**config.mk**
```make
export PLATFORM = sky130hd
export DESIGN_NAME = host_half_bridge
export DESIGN_NICKNAME = d
export VERILOG_FILES = /design/src/rtl/hb_pkg.sv /design/src/rtl/hb_ctrl.sv /design/src/rtl/hb_datapath.sv /design/src/rtl/host_half_bridge.sv
export SDC_FILE = /design/constraint.sdc
export NUM_CORES = 1
export LEC_CHECK = 0
export BUFFER_PORTS_ARGS = -buffer_cell sky130_fd_sc_hd__buf_4
export CAP_MARGIN = 20
export CORE_MARGIN = 5
export CORE_UTILIZATION = 58
export CTS_BUF_LIST = sky130_fd_sc_hd__clkbuf_8
export DETAILED_ROUTE_END_ITERATION = 8
export GPL_TIMING_DRIVEN = 0
export PLACE_DENSITY = 0.9
export RECOVER_POWER = 25
export SYNTH_ARGS = -nofsm -noshare
export SYNTH_HDL_FRONTEND = slang
export SYNTH_SLANG_ARGS = --single-unit
```
**constraint.sdc**
```tcl
create_clock -name clk -period 2.7 [get_ports clk]
set_input_delay 0.27 -clock clk [delete_from_list [all_inputs] [get_ports clk]]
set_output_delay 0.27 -clock clk [all_outputs]
set_load 0.05 [all_outputs]
```
**src/rtl/hb_pkg.sv**
```systemverilog
package hb_pkg;

  typedef struct packed {
    logic holdWr;    // keep the incoming write half
    logic commitWr;  // assemble and issue the 32-bit write
    logic fetchRd;   // pop/read the internal word and capture it
    logic respond;   // return a half to the host next cycle
    logic rdErr;     // the returned half is flagged invalid
    logic bigOrder;  // byte-reverse the word for this access
    logic half;      // which half this access targets
  } hbStrobe_t;

  function automatic logic [31:0] byteRev(input logic [31:0] w);
    return {w[7:0], w[15:8], w[23:16], w[31:24]};
  endfunction

endpackage

```
**src/rtl/hb_ctrl.sv**
```systemverilog
module hb_ctrl
  import hb_pkg::*;
#(
  parameter int ADDR_W = 8,
  parameter int FIFO_WIN_BYTES = 64
) (
  input  logic              clk,
  input  logic              rst,
  input  logic              hostWr,
  input  logic              hostRd,
  input  logic [ADDR_W-1:1] hostAddr,
  input  logic              hostFifoSel,
  input  logic              cfgPortBig,
  input  logic              cfgSelBig,
  output hbStrobe_t         stb
);
  localparam int TAG_W = ADDR_W - 1;  // FIFO-select plus DWORD address

  logic             pending;
  logic             pendRead;
  logic             pendHalf;
  logic [TAG_W-1:0] pendTag;

  logic [TAG_W-1:0] curTag;
  logic             curHalf;
  logic             tagHit;
  logic             otherHalf;
  logic             doWr;
  logic             doRd;
  logic             inWindow;

  assign curTag    = {hostFifoSel, hostAddr[ADDR_W-1:2]};
  assign curHalf   = hostAddr[1];
  assign tagHit    = pending && (pendTag == curTag);
  assign otherHalf = (pendHalf != curHalf);
  assign doWr      = hostWr;
  assign doRd      = hostRd && !hostWr;
  assign inWindow  = ({hostAddr, 1'b0} < ADDR_W'(FIFO_WIN_BYTES));

  always_comb begin
    stb          = '0;
    stb.half     = curHalf;
    stb.bigOrder = hostFifoSel ? cfgSelBig : (inWindow && cfgPortBig);
    if (doWr) begin
      if (tagHit && !pendRead) stb.commitWr = otherHalf;
      else                     stb.holdWr   = 1'b1;
    end else if (doRd) begin
      stb.respond = 1'b1;
      if (tagHit && pendRead) stb.rdErr   = !otherHalf;
      else                    stb.fetchRd = 1'b1;
    end
  end

  always_ff @(posedge clk) begin
    if (rst) begin
      pending  <= 1'b0;
      pendRead <= 1'b0;
      pendHalf <= 1'b0;
      pendTag  <= '0;
    end else if (doWr || doRd) begin
      if (tagHit && (pendRead == doRd)) begin
        pending <= 1'b0;  // pair completed, or repeated half cancels it
      end else begin
        pending  <= 1'b1;
        pendRead <= doRd;
        pendHalf <= curHalf;
        pendTag  <= curTag;
      end
    end
  end

  // nothing is pending in the first cycle after reset
  p_reset_idle_r1: assert property (@(posedge clk) disable iff (rst)
    $past(rst) |-> !pending);

  // a commit closes the write pair
  p_commit_closes_r2: assert property (@(posedge clk) disable iff (rst)
    stb.commitWr |=> !pending);

  // a repeated write half leaves nothing pending
  p_drop_closes_r4: assert property (@(posedge clk) disable iff (rst)
    (doWr && tagHit && !pendRead && !otherHalf) |=> !pending);

  // a fetch opens a read pair
  p_fetch_opens_r6: assert property (@(posedge clk) disable iff (rst)
    stb.fetchRd |=> (pending && pendRead));

endmodule

```
**src/rtl/hb_datapath.sv**
```systemverilog
module hb_datapath
  import hb_pkg::*;
(
  input  logic        clk,
  input  logic        rst,
  input  hbStrobe_t   stb,
  input  logic [15:0] hostWdata,
  input  logic [31:0] intRdata,
  output logic [31:0] intWdata,
  output logic [15:0] hostRdata,
  output logic        hostRdAck,
  output logic        hostRdErr
);
  logic [15:0] holdHalf;
  logic [31:0] snapshot;
  logic [31:0] assembled;
  logic [31:0] fetched;
  logic [31:0] rdWord;

  assign assembled = stb.half ? {hostWdata, holdHalf} : {holdHalf, hostWdata};
  assign intWdata  = stb.bigOrder ? byteRev(assembled) : assembled;
  assign fetched   = stb.bigOrder ? byteRev(intRdata) : intRdata;
  assign rdWord    = stb.fetchRd ? fetched : snapshot;

  always_ff @(posedge clk) begin
    if (rst) begin
      holdHalf  <= '0;
      snapshot  <= '0;
      hostRdata <= '0;
      hostRdAck <= 1'b0;
      hostRdErr <= 1'b0;
    end else begin
      if (stb.holdWr)  holdHalf <= hostWdata;
      if (stb.fetchRd) snapshot <= fetched;
      if (stb.respond) hostRdata <= stb.half ? rdWord[31:16] : rdWord[15:0];
      hostRdAck <= stb.respond;
      hostRdErr <= stb.rdErr;
    end
  end

  // a read response follows its strobe by one cycle
  p_ack_after_respond_r11: assert property (@(posedge clk) disable iff (rst)
    stb.respond |=> hostRdAck);

  // an invalid flag only comes with a response
  p_err_has_ack_r7: assert property (@(posedge clk) disable iff (rst)
    hostRdErr |-> hostRdAck);

endmodule

```
**src/rtl/host_half_bridge.sv**
```systemverilog
module host_half_bridge
  import hb_pkg::*;
#(
  parameter int ADDR_W = 8,
  parameter int FIFO_WIN_BYTES = 64
) (
  input  logic              clk,
  input  logic              rst,
  input  logic              hostWr,
  input  logic              hostRd,
  input  logic [ADDR_W-1:1] hostAddr,
  input  logic              hostFifoSel,
  input  logic [15:0]       hostWdata,
  output logic [15:0]       hostRdata,
  output logic              hostRdAck,
  output logic              hostRdErr,
  input  logic              cfgPortBig,
  input  logic              cfgSelBig,
  output logic              intWrEn,
  output logic              intRdEn,
  output logic [ADDR_W-1:2] intAddr,
  output logic              intFifoSel,
  output logic [31:0]       intWdata,
  input  logic [31:0]       intRdata
);
  hbStrobe_t stb;

  hb_ctrl #(.ADDR_W(ADDR_W), .FIFO_WIN_BYTES(FIFO_WIN_BYTES)) u_ctrl (
    .clk(clk), .rst(rst), .hostWr(hostWr), .hostRd(hostRd),
    .hostAddr(hostAddr), .hostFifoSel(hostFifoSel),
    .cfgPortBig(cfgPortBig), .cfgSelBig(cfgSelBig), .stb(stb)
  );

  hb_datapath u_dp (
    .clk(clk), .rst(rst), .stb(stb), .hostWdata(hostWdata),
    .intRdata(intRdata), .intWdata(intWdata), .hostRdata(hostRdata),
    .hostRdAck(hostRdAck), .hostRdErr(hostRdErr)
  );

  assign intWrEn    = stb.commitWr;
  assign intRdEn    = stb.fetchRd;
  assign intAddr    = hostAddr[ADDR_W-1:2];
  assign intFifoSel = hostFifoSel;

  // a write cycle never fetches
  p_wr_blocks_rd_r12: assert property (@(posedge clk) disable iff (rst)
    hostWr |-> !intRdEn);

  // a cycle with both strobes is never acknowledged as a read
  p_no_ack_on_wr_r12: assert property (@(posedge clk) disable iff (rst)
    hostWr |=> !hostRdAck);

endmodule

```
==> results of run 1 <==
## power groups by stage
| stage | Clock, mW | Sequential (mW) | Combinational [mW] |
|---|---|---|---|
| 4_1_cts | 0.877 | 1.23 | 0.940 |
| 5_1_grt | 0.928 | 1.24 | 0.974 |
| 3_5_place_dp | 0 | 1.26 | 0.935 |
| 6_report | 0.875 | 1.23 | 0.924 |
| 2_1_floorplan | 0 | 1.31 | 0.581 |
| 3_3_place_gp | 0 | 1.25 | 0.914 |
## path summary, 6_finish.rpt
check                       endpoint                from  slack, ps
hold / removal     u_dp.holdHalf[15]       hostWdata[15]        180
setup reg to reg   u_dp.hostRdata[5]   u_ctrl.pendTag[2]        410
hold reg to reg   u_dp.hostRdata[10]  u_dp.hostRdata[10]        510
setup / recovery        intWdata[30]         hostAddr[1]        150
## timing repair
item	in CTS	in global routing
endpoints found under the setup margin	0	7
setup buffers	0	0
gates resized for setup	0	2
## metal layers
metal / vias up / track usage, % / share of wire, %
li1: 1840 / - / -
met3: 31 / 6.85 / 7.9
met4: 0 / 12.7 / 2.4
met1: 1900 / 31.6 / 39
met2: 191 / 48.6 / 51
met5: - / 0 / 0
## worst max-delay path, delay by kind of cell
kind	cells	cell delay [ps]
mux	1	290
buf+inv	4	1710
## sequential cells by signal, summed over array words and instances (netlist names)
name / count
u_ctrl.pendHalf: 1
u_dp.hostRdAck: 1
u_dp.hostRdata: 16
u_dp.hostRdErr: 1
u_ctrl.pendTag: 7
u_ctrl.pendRead: 1
u_ctrl.pending: 1
u_dp.holdHalf: 16
u_dp.snapshot: 32
## placed cells by master (no fill, tap or decap)
cell type,count
a211oi_1,16
a21oi_1,3
a221oi_1,15
and3_1,1
buf_2,8
buf_4,100
buf_6,4
bufinv_16,1
clkbuf_1,48
clkbuf_4,2
clkbuf_8,9
clkinv_2,1
clkinv_4,1
clkinvlp_4,3
dfxtp_1,76
inv_1,1
inv_6,1
mux2_2,16
mux2i_1,120
nand2_1,18
nand2b_1,1
nand3_1,1
nand4_1,1
nor2_1,77
nor2b_1,1
nor3_1,2
nor3_4,1
nor4b_1,1
nor4b_2,1
o211ai_1,15
o21ai_0,16
o21bai_1,1
o41a_1,2
or2_1,1
or3_4,1
xnor2_1,8
## per-stage QoR
stage                     setup WS [ps]  util [%]
after floorplan                     183         -
after global placement              152      75.3
after detailed placement           98.6      75.3
after CTS                          31.7      78.2
after global routing               43.4      76.7
final                               146      76.7
## layout make-up
type | instances | share of cell area [%]
multi-input combinational | 319 | 45.4
sequential | 76 | 28.9
timing repair buffer | 118 | 15.0
buffer | 44 | 4.61
clock buffer | 9 | 2.35
tap | 96 | 2.28
clock inverter | 7 | 1.42
inverter | 1 | 0.0712
## logic make-up (layout without fill, tap and decap cells)
| kind of cell | after synthesis | after routing | share of synthesized area [%] |
|---|---|---|---|
| AND/OR/NAND/NOR | 107 | 107 | 10.8 |
| flip-flops | 76 | 76 | 36.6 |
| multiplexers | 136 | 136 | 33.2 |
| buffers and inverters | 45 | 179 | 5.99 |
| XOR/XNOR | 8 | 8 | 1.68 |
| AO/OA/AOI/OAI | 68 | 68 | 11.8 |
==> results.sh, run 1 <==
export IMPL_intPower_mw=1.95
export IMPL_seq_area_frac_synth_pct=36.6
export IMPL_postSynthAreaPerCell_um2=9.45
export IMPL_grt_use_total_pct=27.7
export IMPL_cp_arrival_ps=2280
export IMPL_clock_fmax_mhz=392
export IMPL_required_ps=2430
export IMPL_synth_async_sr_flop_share_pct=0
export IMPL_routedWlPerCell_um=18.6
export IMPL_yosys_top_cells_area="dfxtp_1 (37%), mux2i_1 (29%), nor2_1 (6.9%)"
export IMPL_synth_most_common_cell="mux2i_1"
export IMPL_critical_path_class="in -> out"
export IMPL_hold_depth=3
export IMPL_fp_dieW_um=94.7
export IMPL_first_iter_violations=283
export IMPL_n_antenna_cell=0
export IMPL_first_pass_iters=4
export IMPL_p_leak_nw=2.44
export IMPL_grt_pass1_vias=4057
export IMPL_syn_nets=502
export IMPL_finalWeightedCongestion=0.916
export IMPL_worst_hold_slack_ps=176
export IMPL_portBuffers=118
export IMPL_dp_final_hpwl_mm=9.29
export IMPL_ctsHoldBuffers=0
export IMPL_n_fill_cell=500
export IMPL_clk_pin_slew_ps=80
export IMPL_pin_count=121
export IMPL_die_h_um=94.7
export IMPL_p_per_area_nw_per_um2=576
export IMPL_path_common_cell="clkbuf_1"
export IMPL_hold_class="in -> reg"
export IMPL_htreeDepth=3
export IMPL_dp_cells=654
export IMPL_drive_above_1_share_pct=26.0
export IMPL_p_comb_share_pct=30.5
export IMPL_cts_path_max_buffers=2
export IMPL_stdcell_area_um2=5270
export IMPL_regArea_um2=1520
export IMPL_cts_made_buffers=9
export IMPL_ys_types=28
export IMPL_yosysWarnings=0
export IMPL_status="complete, no violations"
export IMPL_grt_overflow=0
export IMPL_syn_area_um2=4160
export IMPL_startpoint_type="primary input"
export IMPL_worst_r2r_cell_count=7
export IMPL_nets=631
export IMPL_post_route_drc_count=0
export IMPL_core_area_um2=6870
export IMPL_final_max_slew_viol_count=0
export IMPL_synth_cells=440
export IMPL_relSlewSlack_pct=43.7
export IMPL_num_rows=30
export IMPL_fp_dieArea_um2=8960
export IMPL_fin_cells=670
export IMPL_drt_total_wl_mm=12.5
export IMPL_cts_tree="yes"
export IMPL_grt_pass1_wl_mm=19.4
export IMPL_skew_ps=11.6
export IMPL_synth_common_cells="mux2i_1 (120), nor2_1 (77), dfxtp_1 (76)"
export IMPL_setup_viol=0
export IMPL_peakVddDrop_v=0.000456
export IMPL_power_frac_seq_pct=40.7
export IMPL_cp_cell_sequence="clkbuf_1 > clkbuf_1 > clkbuf_1 > mux2i_1 > buf_4"
export IMPL_grt_start_max_net_pins=15
export IMPL_cp_max_fo=10
export IMPL_start_util_pct=60.5
export IMPL_sw_frac_of_total_pct=35.7
export IMPL_synthToLayoutAreaGrowth_pct=26.7
export IMPL_multiInputGateArea_um2=2390
export IMPL_hold_viol_final=0
export IMPL_cap_violations=0
export IMPL_switching_power_mw=1.08
export IMPL_viasPerCell=5.91
export IMPL_pwr_share_clk_pct=28.9
export IMPL_cts_sinks=76
export IMPL_finalCriticalPeriod_ps=2550
export IMPL_clockRootBuffer="clkbuf_8"
export IMPL_crit_path_top_delay_cell="clkbuf_1"
export IMPL_clk_latency_ps=350
export IMPL_antenna_found_initial=0
export IMPL_cp_end_kind="output port"
export IMPL_yosysTopAreaCell="dfxtp_1"
export IMPL_setup_tns_final_ps=0
export IMPL_postRouteAntennaNets=0
export IMPL_rsz0062_at_grt="false"
export IMPL_critPathMaxStageDelay_ps=680
export IMPL_routed_via_count=3962
export IMPL_yosysTopAreaCellShare_pct=36.6
export IMPL_synth_edf_count=0
export IMPL_synthFlopType="dfxtp_1"
export IMPL_dpl_instance_area_um2=5170
export IMPL_worst_pin_slew_ps=844
export IMPL_fin_crit_sh_pct=94.6
export IMPL_power_mw=3.03
export IMPL_ys_seq_elements=76
Note: power is estimated with default switching activity, not from simulation.
==> inputs of run 2 (changes only) <==
--- a/config.mk
+++ b/config.mk
@@ -7,6 +7,7 @@
 export LEC_CHECK = 0
 export BUFFER_PORTS_ARGS = -buffer_cell sky130_fd_sc_hd__buf_4
 export CAP_MARGIN = 20
+export CORE_ASPECT_RATIO = 0.7
 export CORE_MARGIN = 5
 export CORE_UTILIZATION = 58
 export CTS_BUF_LIST = sky130_fd_sc_hd__clkbuf_8
==> run 2 against run 1 <==
- non-clock buffer count is the same
- sequential share of layout area shrank 0.068 points
- clock power grew 9.5%
- clock skew shrank 2.8 ps
- largest power group unchanged
==> results.sh, run 2 (synthesized netlist as in run 1, its figures left out) <==
export IMPL_status="complete, no violations"
export IMPL_drive_above_1_share_pct=26.0
export IMPL_power_frac_seq_pct=39.5
export IMPL_critical_path_class="in -> out"
export IMPL_cts_path_max_buffers=2
export IMPL_hold_viol_final=0
export IMPL_grt_overflow=0
export IMPL_fp_dieArea_um2=8990
export IMPL_cts_sinks=76
export IMPL_setup_viol=0
export IMPL_cap_violations=0
export IMPL_cp_end_kind="output port"
export IMPL_first_iter_violations=449
export IMPL_postRouteAntennaNets=0
export IMPL_p_leak_nw=2.46
export IMPL_rsz0062_at_grt="false"
export IMPL_r2r_start="u_ctrl.pendTag[3]"
export IMPL_cp_arrival_ps=2300
export IMPL_largest_reg_flops=32
export IMPL_nets=631
export IMPL_routedWlPerCell_um=19.6
export IMPL_worst_r2r_cell_count=7
export IMPL_clockRootBuffer="clkbuf_8"
export IMPL_power_mw=3.13
export IMPL_final_common_cell="mux2i_1"
export IMPL_fin_ws_ps=132
export IMPL_die_h_um=80.9
export IMPL_min_from="hostWdata[10]"
export IMPL_final_max_slew_viol_count=0
export IMPL_num_rows=25
export IMPL_htreeDepth=3
export IMPL_clk_latency_ps=360
export IMPL_hold_class="in -> reg"
export IMPL_layout_common_cells="mux2i_1 (120), buf_4 (100), nor2_1 (77)"
export IMPL_skew_ps=8.82
export IMPL_grt_pass1_wl_mm=20.4
export IMPL_post_route_drc_count=0
export IMPL_pwr_share_clk_pct=30.6
export IMPL_cts_tree="yes"
export IMPL_clock_fmax_mhz=389
export IMPL_worst_pin_slew_ps=795
export IMPL_cp_max_fo=10
export IMPL_relSlewSlack_pct=47.0
export IMPL_pre_cts_ws_ps=137
export IMPL_rrSetupSlack_ps=300
export IMPL_core_area_um2=6850
export IMPL_synthToLayoutAreaGrowth_pct=27.0
export IMPL_antenna_found_initial=0
export IMPL_grt_pass1_vias=4056
export IMPL_grt_start_max_net_pins=14
export IMPL_first_pass_iters=5
export IMPL_pin_count=121
export IMPL_dp_final_hpwl_mm=9.47
export IMPL_cts_made_buffers=9
export IMPL_clk_pin_slew_ps=80
export IMPL_r2r_end="u_dp.hostRdata[13]"
export IMPL_hold_depth=3
export IMPL_post_cts_buffers=0
export IMPL_viasPerCell=6.15
export IMPL_finalWeightedCongestion=0.938
export IMPL_portBuffers=118
export IMPL_fin_cells=667
export IMPL_drt_total_wl_mm=13.1
export IMPL_min_to="u_dp.holdHalf[10]"
export IMPL_finalCriticalPeriod_ps=2570
export IMPL_routed_via_count=4100
export IMPL_switching_power_mw=1.09
export IMPL_intPower_mw=2.04
export IMPL_sw_frac_of_total_pct=35.0
export IMPL_dp_cells=652
export IMPL_reg_top3="u_dp.snapshot (32), u_dp.holdHalf (16), u_dp.hostRdata (16)"
export IMPL_fin_crit_sh_pct=95.1
export IMPL_startpoint_type="primary input"
export IMPL_p_per_area_nw_per_um2=593
export IMPL_p_comb_share_pct=29.9
export IMPL_grt_use_total_pct=28.3
export IMPL_setup_tns_final_ps=0
export IMPL_fp_dieW_um=111
export IMPL_cts_resized=0
export IMPL_n_antenna_cell=0
export IMPL_peakVddDrop_v=0.000375
export IMPL_largest_register="u_dp.snapshot"
export IMPL_start_util_pct=60.7
export IMPL_required_ps=2430
export IMPL_ctsHoldBuffers=0
==> run 2: power by group through the flow <==
stage | logic (mW) | clock network, mW | registers (mW)
floorplan | 0.581 | 0 | 1.31
global placement | 0.917 | 0 | 1.25
CTS | 0.947 | 0.956 | 1.23
finish | 0.937 | 0.958 | 1.24
detailed placement | 0.938 | 0 | 1.26
global route | 0.989 | 0.997 | 1.24
==> run 2: worst max-delay path, stage by stage <==
cell	delay, ps
buf_4	100
nor4b_1	130
a21oi_1	100
buf_2	300
buf_2	360
clkbuf_4	340
mux2i_1	320
mux2i_1	140
buf_4	220
==> run 2: how the worst max path moves through the flow <==
stage,startpoint,to,slack [ps],cells past startpoint
2_1_floorplan,hostAddr[1],intWdata[21],180,4
3_3_place_gp,hostAddr[1],intWdata[30],170,5
3_5_place_dp,cfgPortBig,intWdata[24],140,9
4_1_cts,hostAddr[1],intWdata[22],110,5
5_1_grt,cfgPortBig,intWdata[14],1,9
6_report,cfgPortBig,intWdata[0],130,9
==> run 2: metal layers <==
layer	up-vias	track usage, %	part of all wire, %	wire (um)
met3	49	9.31	12	1530
met1	1935	36.4	41	5330
li1	1825	-	-	-
met4	0	9.36	3.0	397
met2	291	45.5	45	5840
met5	-	0	0	0
==> run 2: area by class of cell <==
class	count	area, um^2
Clock buffer	9	124
Timing Repair Buffer	118	788
Sequential cell	76	1520
Clock inverter	6	88.8
Inverter	1	3.75
Multi-Input combinational cell	319	2390
Buffer	44	244
Fill cell	479	1570
Tap cell	94	118
==> run 2: through the flow <==
step | hold slack [ps] | utilization (%) | area (um^2)
after global routing | 184 | 77.1 | 5280
after floorplan | 349 | - | 4170
final | 172 | 77.1 | 5280
after CTS | 142 | 78.6 | 5380
after detailed placement | 486 | 75.5 | 5170
after global placement | 472 | 75.5 | 5170
